### src/rtl/mpr_pkg.sv
// Shared types for the addressed serial receiver.
// Assumes: control and status layouts listed in the brief, bit 0 at the right.
package mpr_pkg;
    localparam int CTRL_W = 5;
    localparam int STAT_W = 4;

    typedef struct packed {
        logic rx_ie;
        logic sync_sel;
        logic addr_wait;
        logic mp_mode;
        logic rx_en;
    } mpr_ctrl_t;

    typedef struct packed {
        logic mpbr;
        logic ovr;
        logic ferr;
        logic ready;
    } mpr_stat_t;

    typedef enum logic [1:0] {
        FR_IDLE,
        FR_START,
        FR_BITS,
        FR_BREAK
    } mpr_fr_state_e;
endpackage

### src/rtl/mpr_sync.sv
// Multi-stage synchronizer for the serial line.
// Assumes: STAGES >= 2. Resets to the idle level 1.
module mpr_sync #(
    parameter int STAGES = 2
) (
    input  logic clk,
    input  logic rst_n,
    input  logic d,
    output logic q
);
    logic [STAGES-1:0] pipe_q;

    // Shift the asynchronous line through the flop chain.
    always_ff @(posedge clk) begin
        if (!rst_n) pipe_q <= '1;
        else        pipe_q <= {pipe_q[STAGES-2:0], d};
    end

    assign q = pipe_q[STAGES-1];
endmodule

### src/rtl/mpr_frame_rx.sv
// Frame engine: detects the start bit, samples each bit at its middle and
// reports a completed frame with a one-cycle done pulse.
// Assumes: rx_s is already synchronized, tick pulses OVS times per bit,
// OVS is even and at least 4. The flag-bit format is fixed at the start bit.
module mpr_frame_rx import mpr_pkg::*; #(
    parameter int DATA_BITS = 8,
    parameter int OVS       = 16
) (
    input  logic                 clk,
    input  logic                 rst_n,
    input  logic                 tick,
    input  logic                 rx_s,
    input  logic                 run,
    input  logic                 with_mpb,
    output logic                 done,
    output logic [DATA_BITS-1:0] data,
    output logic                 mpb,
    output logic                 has_mpb,
    output logic                 stop_ok
);
    localparam int CW   = (OVS > 1) ? $clog2(OVS) : 1;
    localparam int IW   = $clog2(DATA_BITS + 3);
    localparam int HALF = OVS / 2;

    mpr_fr_state_e        state_q;
    logic [CW-1:0]        cnt_q;
    logic [IW-1:0]        idx_q;
    logic [DATA_BITS-1:0] data_q;
    logic                 mpb_q;
    logic                 fmt_q;
    logic [IW-1:0]        last_idx;
    logic                 bit_mid;
    logic                 at_stop;

    // The stop bit comes after the data bits and, if present, the flag bit.
    assign last_idx = fmt_q ? IW'(DATA_BITS + 1) : IW'(DATA_BITS);
    assign bit_mid  = (state_q == FR_BITS) && tick && (cnt_q == CW'(OVS - 1));
    assign at_stop  = bit_mid && (idx_q == last_idx);
    assign done     = at_stop && run;
    assign data     = data_q;
    assign mpb      = mpb_q;
    assign has_mpb  = fmt_q;
    assign stop_ok  = rx_s;

    // Sequence start detection, bit counting and the wait after a break.
    always_ff @(posedge clk) begin
        if (!rst_n) begin
            state_q <= FR_IDLE;
            cnt_q   <= '0;
            idx_q   <= '0;
            fmt_q   <= 1'b0;
        end else if (!run) begin
            state_q <= FR_IDLE;
            cnt_q   <= '0;
            idx_q   <= '0;
        end else begin
            case (state_q)
                FR_IDLE: begin
                    if (tick && !rx_s) begin
                        state_q <= FR_START;
                        cnt_q   <= '0;
                        fmt_q   <= with_mpb;
                    end
                end
                FR_START: begin
                    if (tick) begin
                        if (cnt_q == CW'(HALF - 1)) begin
                            cnt_q   <= '0;
                            idx_q   <= '0;
                            state_q <= rx_s ? FR_IDLE : FR_BITS;
                        end else begin
                            cnt_q <= cnt_q + 1'b1;
                        end
                    end
                end
                FR_BITS: begin
                    if (tick) begin
                        if (cnt_q == CW'(OVS - 1)) begin
                            cnt_q <= '0;
                            if (idx_q == last_idx) state_q <= rx_s ? FR_IDLE : FR_BREAK;
                            else                   idx_q   <= idx_q + 1'b1;
                        end else begin
                            cnt_q <= cnt_q + 1'b1;
                        end
                    end
                end
                default: begin
                    if (rx_s) state_q <= FR_IDLE;
                end
            endcase
        end
    end

    // Capture data bits and the flag bit at their mid-bit points.
    always_ff @(posedge clk) begin
        if (!rst_n) begin
            data_q <= '0;
            mpb_q  <= 1'b0;
        end else if (bit_mid && run) begin
            for (int i = 0; i < DATA_BITS; i++) begin
                if (idx_q == IW'(i)) data_q[i] <= rx_s;
            end
            if (fmt_q && (idx_q == IW'(DATA_BITS))) mpb_q <= rx_s;
        end
    end
endmodule

### src/rtl/mpr_regs.sv
// Control, status and data registers, with the wait-for-address filter.
// Assumes: frame results are valid only in the cycle done is 1. Flags set
// by hardware win over software clears in the same cycle. The hardware
// clear of the wait bit wins over a control write.
module mpr_regs import mpr_pkg::*; #(
    parameter int DATA_BITS = 8
) (
    input  logic                 clk,
    input  logic                 rst_n,
    input  logic                 ctrl_we,
    input  mpr_ctrl_t            ctrl_wdata,
    input  logic                 stat_we,
    input  mpr_stat_t            stat_wdata,
    input  logic                 rdr_re,
    input  logic                 frm_done,
    input  logic [DATA_BITS-1:0] frm_data,
    input  logic                 frm_mpb,
    input  logic                 frm_has_mpb,
    input  logic                 frm_stop_ok,
    output mpr_ctrl_t            ctrl_q,
    output mpr_stat_t            stat_q,
    output logic [DATA_BITS-1:0] rdr_q
);
    mpr_ctrl_t ctrl_d;
    mpr_stat_t stat_d;
    logic      wait_eff;
    logic      discard;
    logic      wake;
    logic      accept;

    // Decide what the completed frame is allowed to change.
    always_comb begin
        wait_eff = ctrl_q.addr_wait && ctrl_q.mp_mode && !ctrl_q.sync_sel;
        discard  = frm_done && frm_has_mpb && !frm_mpb && wait_eff;
        wake     = frm_done && frm_has_mpb && frm_mpb && wait_eff;
        accept   = frm_done && !discard;
    end

    // Next control value: software write, then the hardware wait clear.
    always_comb begin
        ctrl_d = ctrl_q;
        if (ctrl_we) ctrl_d = ctrl_wdata;
        if (wake)    ctrl_d.addr_wait = 1'b0;
    end

    // Next status value: software clears first, hardware sets last.
    always_comb begin
        stat_d = stat_q;
        if (stat_we) begin
            stat_d.ready = stat_q.ready & stat_wdata.ready;
            stat_d.ferr  = stat_q.ferr  & stat_wdata.ferr;
            stat_d.ovr   = stat_q.ovr   & stat_wdata.ovr;
        end
        if (rdr_re) stat_d.ready = 1'b0;
        if (frm_done && frm_has_mpb) stat_d.mpbr = frm_mpb;
        if (accept) begin
            if (stat_q.ready) stat_d.ovr   = 1'b1;
            else              stat_d.ready = 1'b1;
            if (!frm_stop_ok) stat_d.ferr = 1'b1;
        end
    end

    // Register the control and status values.
    always_ff @(posedge clk) begin
        if (!rst_n) begin
            ctrl_q <= '0;
            stat_q <= '0;
        end else begin
            ctrl_q <= ctrl_d;
            stat_q <= stat_d;
        end
    end

    // Load received data only when the previous byte has been taken.
    always_ff @(posedge clk) begin
        if (!rst_n)                      rdr_q <= '0;
        else if (accept && !stat_q.ready) rdr_q <= frm_data;
    end
endmodule

### src/rtl/mp_uart_rx.sv
// Top of the addressed serial receiver: synchronizer, frame engine,
// register file and interrupt outputs.
// Assumes: tick comes from an external baud divider at OVS per bit.
module mp_uart_rx import mpr_pkg::*; #(
    parameter int DATA_BITS   = 8,
    parameter int OVS         = 16,
    parameter int SYNC_STAGES = 2
) (
    input  logic                 clk,
    input  logic                 rst_n,
    input  logic                 tick,
    input  logic                 rx_in,
    input  logic                 ctrl_we,
    input  logic [CTRL_W-1:0]    ctrl_wdata,
    input  logic                 stat_we,
    input  logic [STAT_W-1:0]    stat_wdata,
    input  logic                 rdr_re,
    output logic [CTRL_W-1:0]    ctrl_q,
    output logic [STAT_W-1:0]    stat_q,
    output logic [DATA_BITS-1:0] rdr_q,
    output logic                 rxi_req,
    output logic                 eri_req
);
    logic                 rx_s;
    logic                 frm_done;
    logic [DATA_BITS-1:0] frm_data;
    logic                 frm_mpb;
    logic                 frm_has_mpb;
    logic                 frm_stop_ok;
    mpr_ctrl_t            ctrl_s;
    mpr_stat_t            stat_s;
    logic                 run;

    assign run = ctrl_s.rx_en && !ctrl_s.sync_sel;

    mpr_sync #(.STAGES(SYNC_STAGES)) u_sync (
        .clk(clk), .rst_n(rst_n), .d(rx_in), .q(rx_s)
    );

    mpr_frame_rx #(.DATA_BITS(DATA_BITS), .OVS(OVS)) u_frame (
        .clk(clk), .rst_n(rst_n), .tick(tick), .rx_s(rx_s), .run(run),
        .with_mpb(ctrl_s.mp_mode), .done(frm_done), .data(frm_data),
        .mpb(frm_mpb), .has_mpb(frm_has_mpb), .stop_ok(frm_stop_ok)
    );

    mpr_regs #(.DATA_BITS(DATA_BITS)) u_regs (
        .clk(clk), .rst_n(rst_n),
        .ctrl_we(ctrl_we), .ctrl_wdata(mpr_ctrl_t'(ctrl_wdata)),
        .stat_we(stat_we), .stat_wdata(mpr_stat_t'(stat_wdata)),
        .rdr_re(rdr_re), .frm_done(frm_done), .frm_data(frm_data),
        .frm_mpb(frm_mpb), .frm_has_mpb(frm_has_mpb), .frm_stop_ok(frm_stop_ok),
        .ctrl_q(ctrl_s), .stat_q(stat_s), .rdr_q(rdr_q)
    );

    assign ctrl_q = ctrl_s;
    assign stat_q = stat_s;

    // Interrupt requests follow the flags gated by the shared enable.
    always_comb begin
        rxi_req = stat_s.ready && ctrl_s.rx_ie;
        eri_req = (stat_s.ferr || stat_s.ovr) && ctrl_s.rx_ie;
    end
endmodule

### config.mk
export PLATFORM = sky130hd
export DESIGN_NAME = mp_uart_rx
export DESIGN_NICKNAME = d
export VERILOG_FILES = /design/src/rtl/mpr_pkg.sv /design/src/rtl/mpr_sync.sv /design/src/rtl/mpr_frame_rx.sv /design/src/rtl/mpr_regs.sv /design/src/rtl/mp_uart_rx.sv
export SDC_FILE = /design/constraint.sdc
export NUM_CORES = 1
export LEC_CHECK = 0
export ABC_AREA = 1
export CAP_MARGIN = 20
export CELL_PAD_IN_SITES_DETAIL_PLACEMENT = 1
export CELL_PAD_IN_SITES_GLOBAL_PLACEMENT = 2
export CORE_UTILIZATION = 34
export CTS_CLUSTER_DIAMETER = 200
export CTS_CLUSTER_SIZE = 12
export DETAILED_ROUTE_END_ITERATION = 8
export DONT_BUFFER_PORTS = 1
export PLACE_DENSITY_LB_ADDON = 0.08
export RECOVER_POWER = 50
export SLEW_MARGIN = 25
export SYNTH_ARGS = -nofsm -noshare
export SYNTH_HDL_FRONTEND = slang
export SYNTH_HIERARCHICAL = 1
export SYNTH_SLANG_ARGS = --single-unit
### constraint.sdc
create_clock -name clk -period 2.6 [get_ports clk]
set_input_delay 0.39 -clock clk [delete_from_list [all_inputs] [get_ports clk]]
set_output_delay 0.39 -clock clk [all_outputs]
set_load 0.01 [all_outputs]
# ---- After elaboration in Yosys (flattened, before gate mapping)
# Cells that the tools add are included.
# W data, S select, Z words.
dict set report totals {
  register_bits 39
  in_bits 16
  output_inout_bits 19
  wordCells 124
}
dict set report classes {
  addsub 2
  n_eq_ne 20
  muxes 29
  bitwise 4
  n_reduce_logical 45
}
# cell count
set op_table {}
lappend op_table {{$mux W4} 10}
lappend op_table {{$eq A4 B3 Y1 const B} 5}
lappend op_table {{$reduce_and A2 Y1} 10}
lappend op_table {{$logic_and A1 B1 Y1} 19}
lappend op_table {{$mux W2} 9}
lappend op_table {{$pmux W4 S3} 1}
lappend op_table {{$ne A2 B2 Y1 const B} 5}
lappend op_table {{$add A4 B1 Y4 const B} 2}
lappend op_table {{$eq A4 B2 Y1 const B} 2}
lappend op_table {{$eq A4 B4 Y1 const B} 2}
lappend op_table {{$pmux W4 S2} 1}
lappend op_table {{$reduce_and A7 Y1} 1}
lappend op_table {{$mux W3} 2}
lappend op_table {{$pmux W2 S3} 1}
lappend op_table {{$reduce_and A6 Y1} 1}
lappend op_table {{$logic_not A1 Y1} 5}
lappend op_table {{$mux W1} 5}
lappend op_table {{$eq A4 B1 Y1 const B} 1}
lappend op_table {{$eq A4 B4 Y1} 1}
lappend op_table {{$logic_not A4 Y1} 1}
lappend op_table {{$ne A2 B1 Y1 const B} 2}
lappend op_table {{$reduce_and A4 Y1} 1}
lappend op_table {{$reduce_bool A4 Y1} 1}
lappend op_table {{$and A1 B1 Y1} 3}
lappend op_table {{9 further kinds} 9}

# ---- Logic depth before layout (Yosys ltp)
dict set report logic_depth {
  word_depth 11
  mapped_depth 15
}

# ---- Modules after synthesis
# Netlist, hierarchy kept.
# mod instances cells_each area_per_inst_um2 seq_area_each_um2
set by_module_without_submodules {}
lappend by_module_without_submodules {mpr_frame_rx 1 180 1219.9 400.4}
lappend by_module_without_submodules {mpr_regs 1 114 767.0 340.3}
lappend by_module_without_submodules {mpr_sync 1 6 55.1 40.0}
lappend by_module_without_submodules {mp_uart_rx 1 7 26.3 0.0}

# ---- Least setup slack after synthesis
# Ideal clock, no wire load.
dict set report synth_path {
  path_type {register -> register}
  startpoint {register u_frame.state_q[0]}
  endpoint {register u_regs/stat_q[1] (netlist name)}
  arrival_time_ns 1.927
  required_ns 2.481
  slack_ns 0.553
  stages_incl_launch_ff 15
  n_path_buf 3
  synth_period_minus_slack_ns 2.047
  path_cell_list {dfxtp_1 > inv_1 > ha_1 > buf_6 > inv_2 > nor3_4 > buf_6 > inv_1 > nor2_1 > nand2_1 > nor2_2 > nand2_1 > buf_6 > nand3b_1 > a21oi_1}
}
dict set report synth_via {
  elab_chain_cells 11
}
# element line_no
set synth_rtl {}
lappend synth_rtl {{start: declaration} mpr_frame_rx.sv:25} ;# mpr_fr_state_e state_q;
lappend synth_rtl {{start signal: assignment} mpr_frame_rx.sv:70} ;# state_q <= rx_s ? FR_IDLE : FR_BITS;
lappend synth_rtl {{start signal: assignment} mpr_frame_rx.sv:80} ;# if (idx_q == last_idx) state_q <= rx_s ? FR_IDLE : FR_BREAK;
lappend synth_rtl {{$eq A2 B2 Y1 (*)} mpr_frame_rx.sv:37} ;# assign bit_mid = (state_q == FR_BITS) && tick && (cnt_q == CW'(OVS - 1));
lappend synth_rtl {{$logic_and A1 B1 Y1 (*) (2 in a row)} mpr_frame_rx.sv:37}
lappend synth_rtl {{$logic_and A1 B1 Y1 (*)} mpr_frame_rx.sv:38} ;# assign at_stop = bit_mid && (idx_q == last_idx);
lappend synth_rtl {{$logic_and A1 B1 Y1 (*)} mpr_frame_rx.sv:39} ;# assign done = at_stop && run;
lappend synth_rtl {{via frm_done} mp_uart_rx.sv:25} ;# logic frm_done;
lappend synth_rtl {{$logic_and A1 B1 Y1 (3 in a row)} mpr_regs.sv:34} ;# discard = frm_done && frm_has_mpb && !frm_mpb && wait_eff;
lappend synth_rtl {{$logic_not A1 Y1} mpr_regs.sv:36} ;# accept = frm_done && !discard;
lappend synth_rtl {{$logic_and A1 B1 Y1 (*)} mpr_regs.sv:36}
lappend synth_rtl {{$mux W3 (*)} mpr_regs.sv:56} ;# if (accept) begin
# The timed path passes the listed nets; every way through them passes the cells marked *.
# A chain may end at the register's enable or synchronous reset.

# ---- Worst setup path after layout
dict set report layout_path {
  startpoint {register u_frame.state_q[0]}
  endpoint {register u_regs.rdr_q[0]}
}
dict set report layout_via {
  elab_chain_cells 11
}
# element line_no
set layout_rtl {}
lappend layout_rtl {{$eq A2 B2 Y1 (*)} mpr_frame_rx.sv:37}
lappend layout_rtl {{$logic_and A1 B1 Y1 (*) (2 in a row)} mpr_frame_rx.sv:37}
lappend layout_rtl {{$logic_and A1 B1 Y1 (*)} mpr_frame_rx.sv:38}
lappend layout_rtl {{$logic_and A1 B1 Y1 (*)} mpr_frame_rx.sv:39}
lappend layout_rtl {{via frm_done} mp_uart_rx.sv:25}
lappend layout_rtl {{$logic_and A1 B1 Y1 (3 in a row)} mpr_regs.sv:34}
lappend layout_rtl {{$logic_not A1 Y1} mpr_regs.sv:36}
lappend layout_rtl {{$logic_and A1 B1 Y1 (*)} mpr_regs.sv:36}
lappend layout_rtl {{$logic_and A1 B1 Y1 (*)} mpr_regs.sv:77} ;# else if (accept && !stat_q.ready) rdr_q <= frm_data;
lappend layout_rtl {{end signal: assignment} mpr_regs.sv:77}
lappend layout_rtl {{end: declaration} mpr_regs.sv:22} ;# output logic [DATA_BITS-1:0] rdr_q
# Marked as above.

==> results.tsv <==
metric	value	unit
status	complete, no violations	
syn_area	2070	sq um
nFillCells	793	
min_period	2300	ps
start_util	35.1	%
grt_max_degree	21	
detail_route.wl_per_cell	12.4	um
first_global_vias	1886	
worstHoldStart	rst_n	
layout_commonest_cell	nand2_1	
portBuffers	0	
fin_crit_sh	88.6	%
startpoint	u_frame/state_q[0]	
clockBufferDepth	2	
finalSetupViolCount	0	
diodes	0	
synth_edf_count	0	
syn-num-nets	332	
async_flop_share	0	%
worstPathArrival	2490	ps
drc	0	
fin_cells	385	
gp_congestion	0.712	
r2r-start	u_frame/state_q[0]	
post-place-cells	377	
grt_use_total	16.8	%
htreeDepth	2	
cap_violations	0	
pre_cts_slack	279	ps
drv_slew	0	
syn_avg_cell_area	6.74	sq um
ant_nets	0	
pin_count	35	
core_area	5890	sq um
drive_above_1_share	5.16	%
dr.pass1.iters	4	
crit_type	flip-flop to flip-flop	
antenna_found_initial	0	
grt_use_met1	21.9	%
final-hold-violation-count	0	
worst_slew_pin_slew	659	ps
start_kind	flip-flop	
nets	334	
synth_cell_types	25	
ys_ff_latch	39	
peakVddDrop	0.218	mV
grtUsageMet2	27.4	%
cts_inserted_buffers	5	
final_cell_mix	65 x nand2_1, 50 x inv_1, 45 x nor2_1	
rsz0062_at_grt	false	
vias	1845	
dp.final_hpwl	3560	um
cts_tree	built	
fmax	0.434	GHz
hp-class	primary input to flip-flop	
cts.repair.resized	0	
cts_sinks	39	
grt.busiest_layer	met2	
use_met3	3.20	%
die_x	80.0	um
synth_cells	307	
ctsRootBufferMaster	clkbuf_8	
yosysWarningCount	6	
drt-total-wl	4760	um
maxSlewHeadroom	56.1	%
via_per_inst	4.79	
drt_iter0_markers	56	
cp.required	2790	ps
p_per_area	485	nW/um^2
die-area	6400	sq um
clock_latency	290	ps
area_growth	6.53	%
cp-end-kind	flip-flop	
die_h	80.0	um
grt_pass1_wl	8360	um
synth-main-ff-cell	dfxtp_1	
clk_pin_slew_worst_paths	80	ps
ys_seq_area_share	37.7	%
grt_overflow_total	0	
num_rows	28	
post_cts_buffers	0	
clock-skew-final	6.55	ps
p_leak	0.882	nW
postLayoutSetupSlackWorst	297	ps
tns	0	ps
path_max_fanout	11	
postCtsHoldBufs	0	
-- cell type report --
type	instances	area [sq um]	share of cell area [%]
Sequential cell	39	781	35.4
Tap cell	75	93.8	4.26
Clock buffer	6	72.6	3.29
Clock inverter	2	12.5	0.568
Multi-Input combinational cell	207	1030	46.7
Inverter	54	203	9.20
Timing Repair Buffer	2	11.3	0.511
-- worst paths after layout --
path                      end  slack [ps]  depth (start not counted)
max           u_regs/rdr_q[0]         300                         13
min          u_sync/pipe_q[0]         170                          1
max reg2reg   u_regs/rdr_q[0]         300                         13
min reg2reg  u_sync/pipe_q[1]         410                          2
-- cell usage after synthesis (3+ instances only) --
cell | n | area (sq um)
nand2_1 | 65 | 244
clkinv_1 | 3 | 11.3
buf_6 | 3 | 33.8
o21ai_0 | 14 | 70.1
dfxtp_1 | 39 | 781
inv_1 | 50 | 188
nor2_1 | 45 | 169
nand3_1 | 25 | 125
a21oi_1 | 19 | 95.1
nand4_1 | 18 | 113
ha_1 | 9 | 113
-- routing by layer --
layer,vias to the layer above,share of wire [%],wire [um]
li1,975,-,-
met5,-,0,0
met2,19,44,2120
met4,0,0.57,27
met3,2,2.9,138
met1,849,52,2480
-- metrics by stage --
step                      util, %  total power [mW]  hold WS (ps)  cell area, sq um
after floorplan                 -             0.659           380              2070
after global placement       36.1             0.666           383              2120
after detailed placement     36.1             0.666           393              2120
after CTS                    37.5              1.09           156              2210
after global routing         37.4              1.12           149              2200
final                        37.4              1.07           167              2200
-- power by group --
group | total [mW] | internal (mW) | switching, mW
sequential | 0.615 | 0.604 | 0.0112
combinational | 0.0361 | 0.0119 | 0.0242
clock | 0.417 | 0.188 | 0.229
total | 1.07 | 0.804 | 0.264
-- critical path, cell delays in order, from the launching register on --
cell     delay (ps)
dfxtp_1         330
inv_1           120
ha_1            340
inv_2            90
nor3_4          190
inv_1            50
nor2_1          160
nand2_1         110
nor2_2          110
nand2_1         260
nand3_2         270
nand2_1          80
inv_1            60
nor2_1           30
-- cells by family (layout without fill, tap and decap cells) --
family          Yosys count  in the layout  share of synthesized area (%)
compound gates           34             34                           8.35
buf+inv                  61             64                           12.5
simple gates            164            164                           36.0
fa+ha+maj                 9              9                           5.44
flops                    39             39                           37.7
-- registers in the layout (all words and copies together) (netlist names) --
register,cells
u_frame/has_mpb,1
u_frame/state_q,2
u_regs/stat_q,4
u_frame/data,8
u_regs/rdr_q,8
u_sync/pipe_q,2
u_frame/cnt_q,4
u_frame/idx_q,4
u_frame/mpb,1
u_regs/ctrl_q,5
No activity file was read; power rests on OpenSTA's default activity.
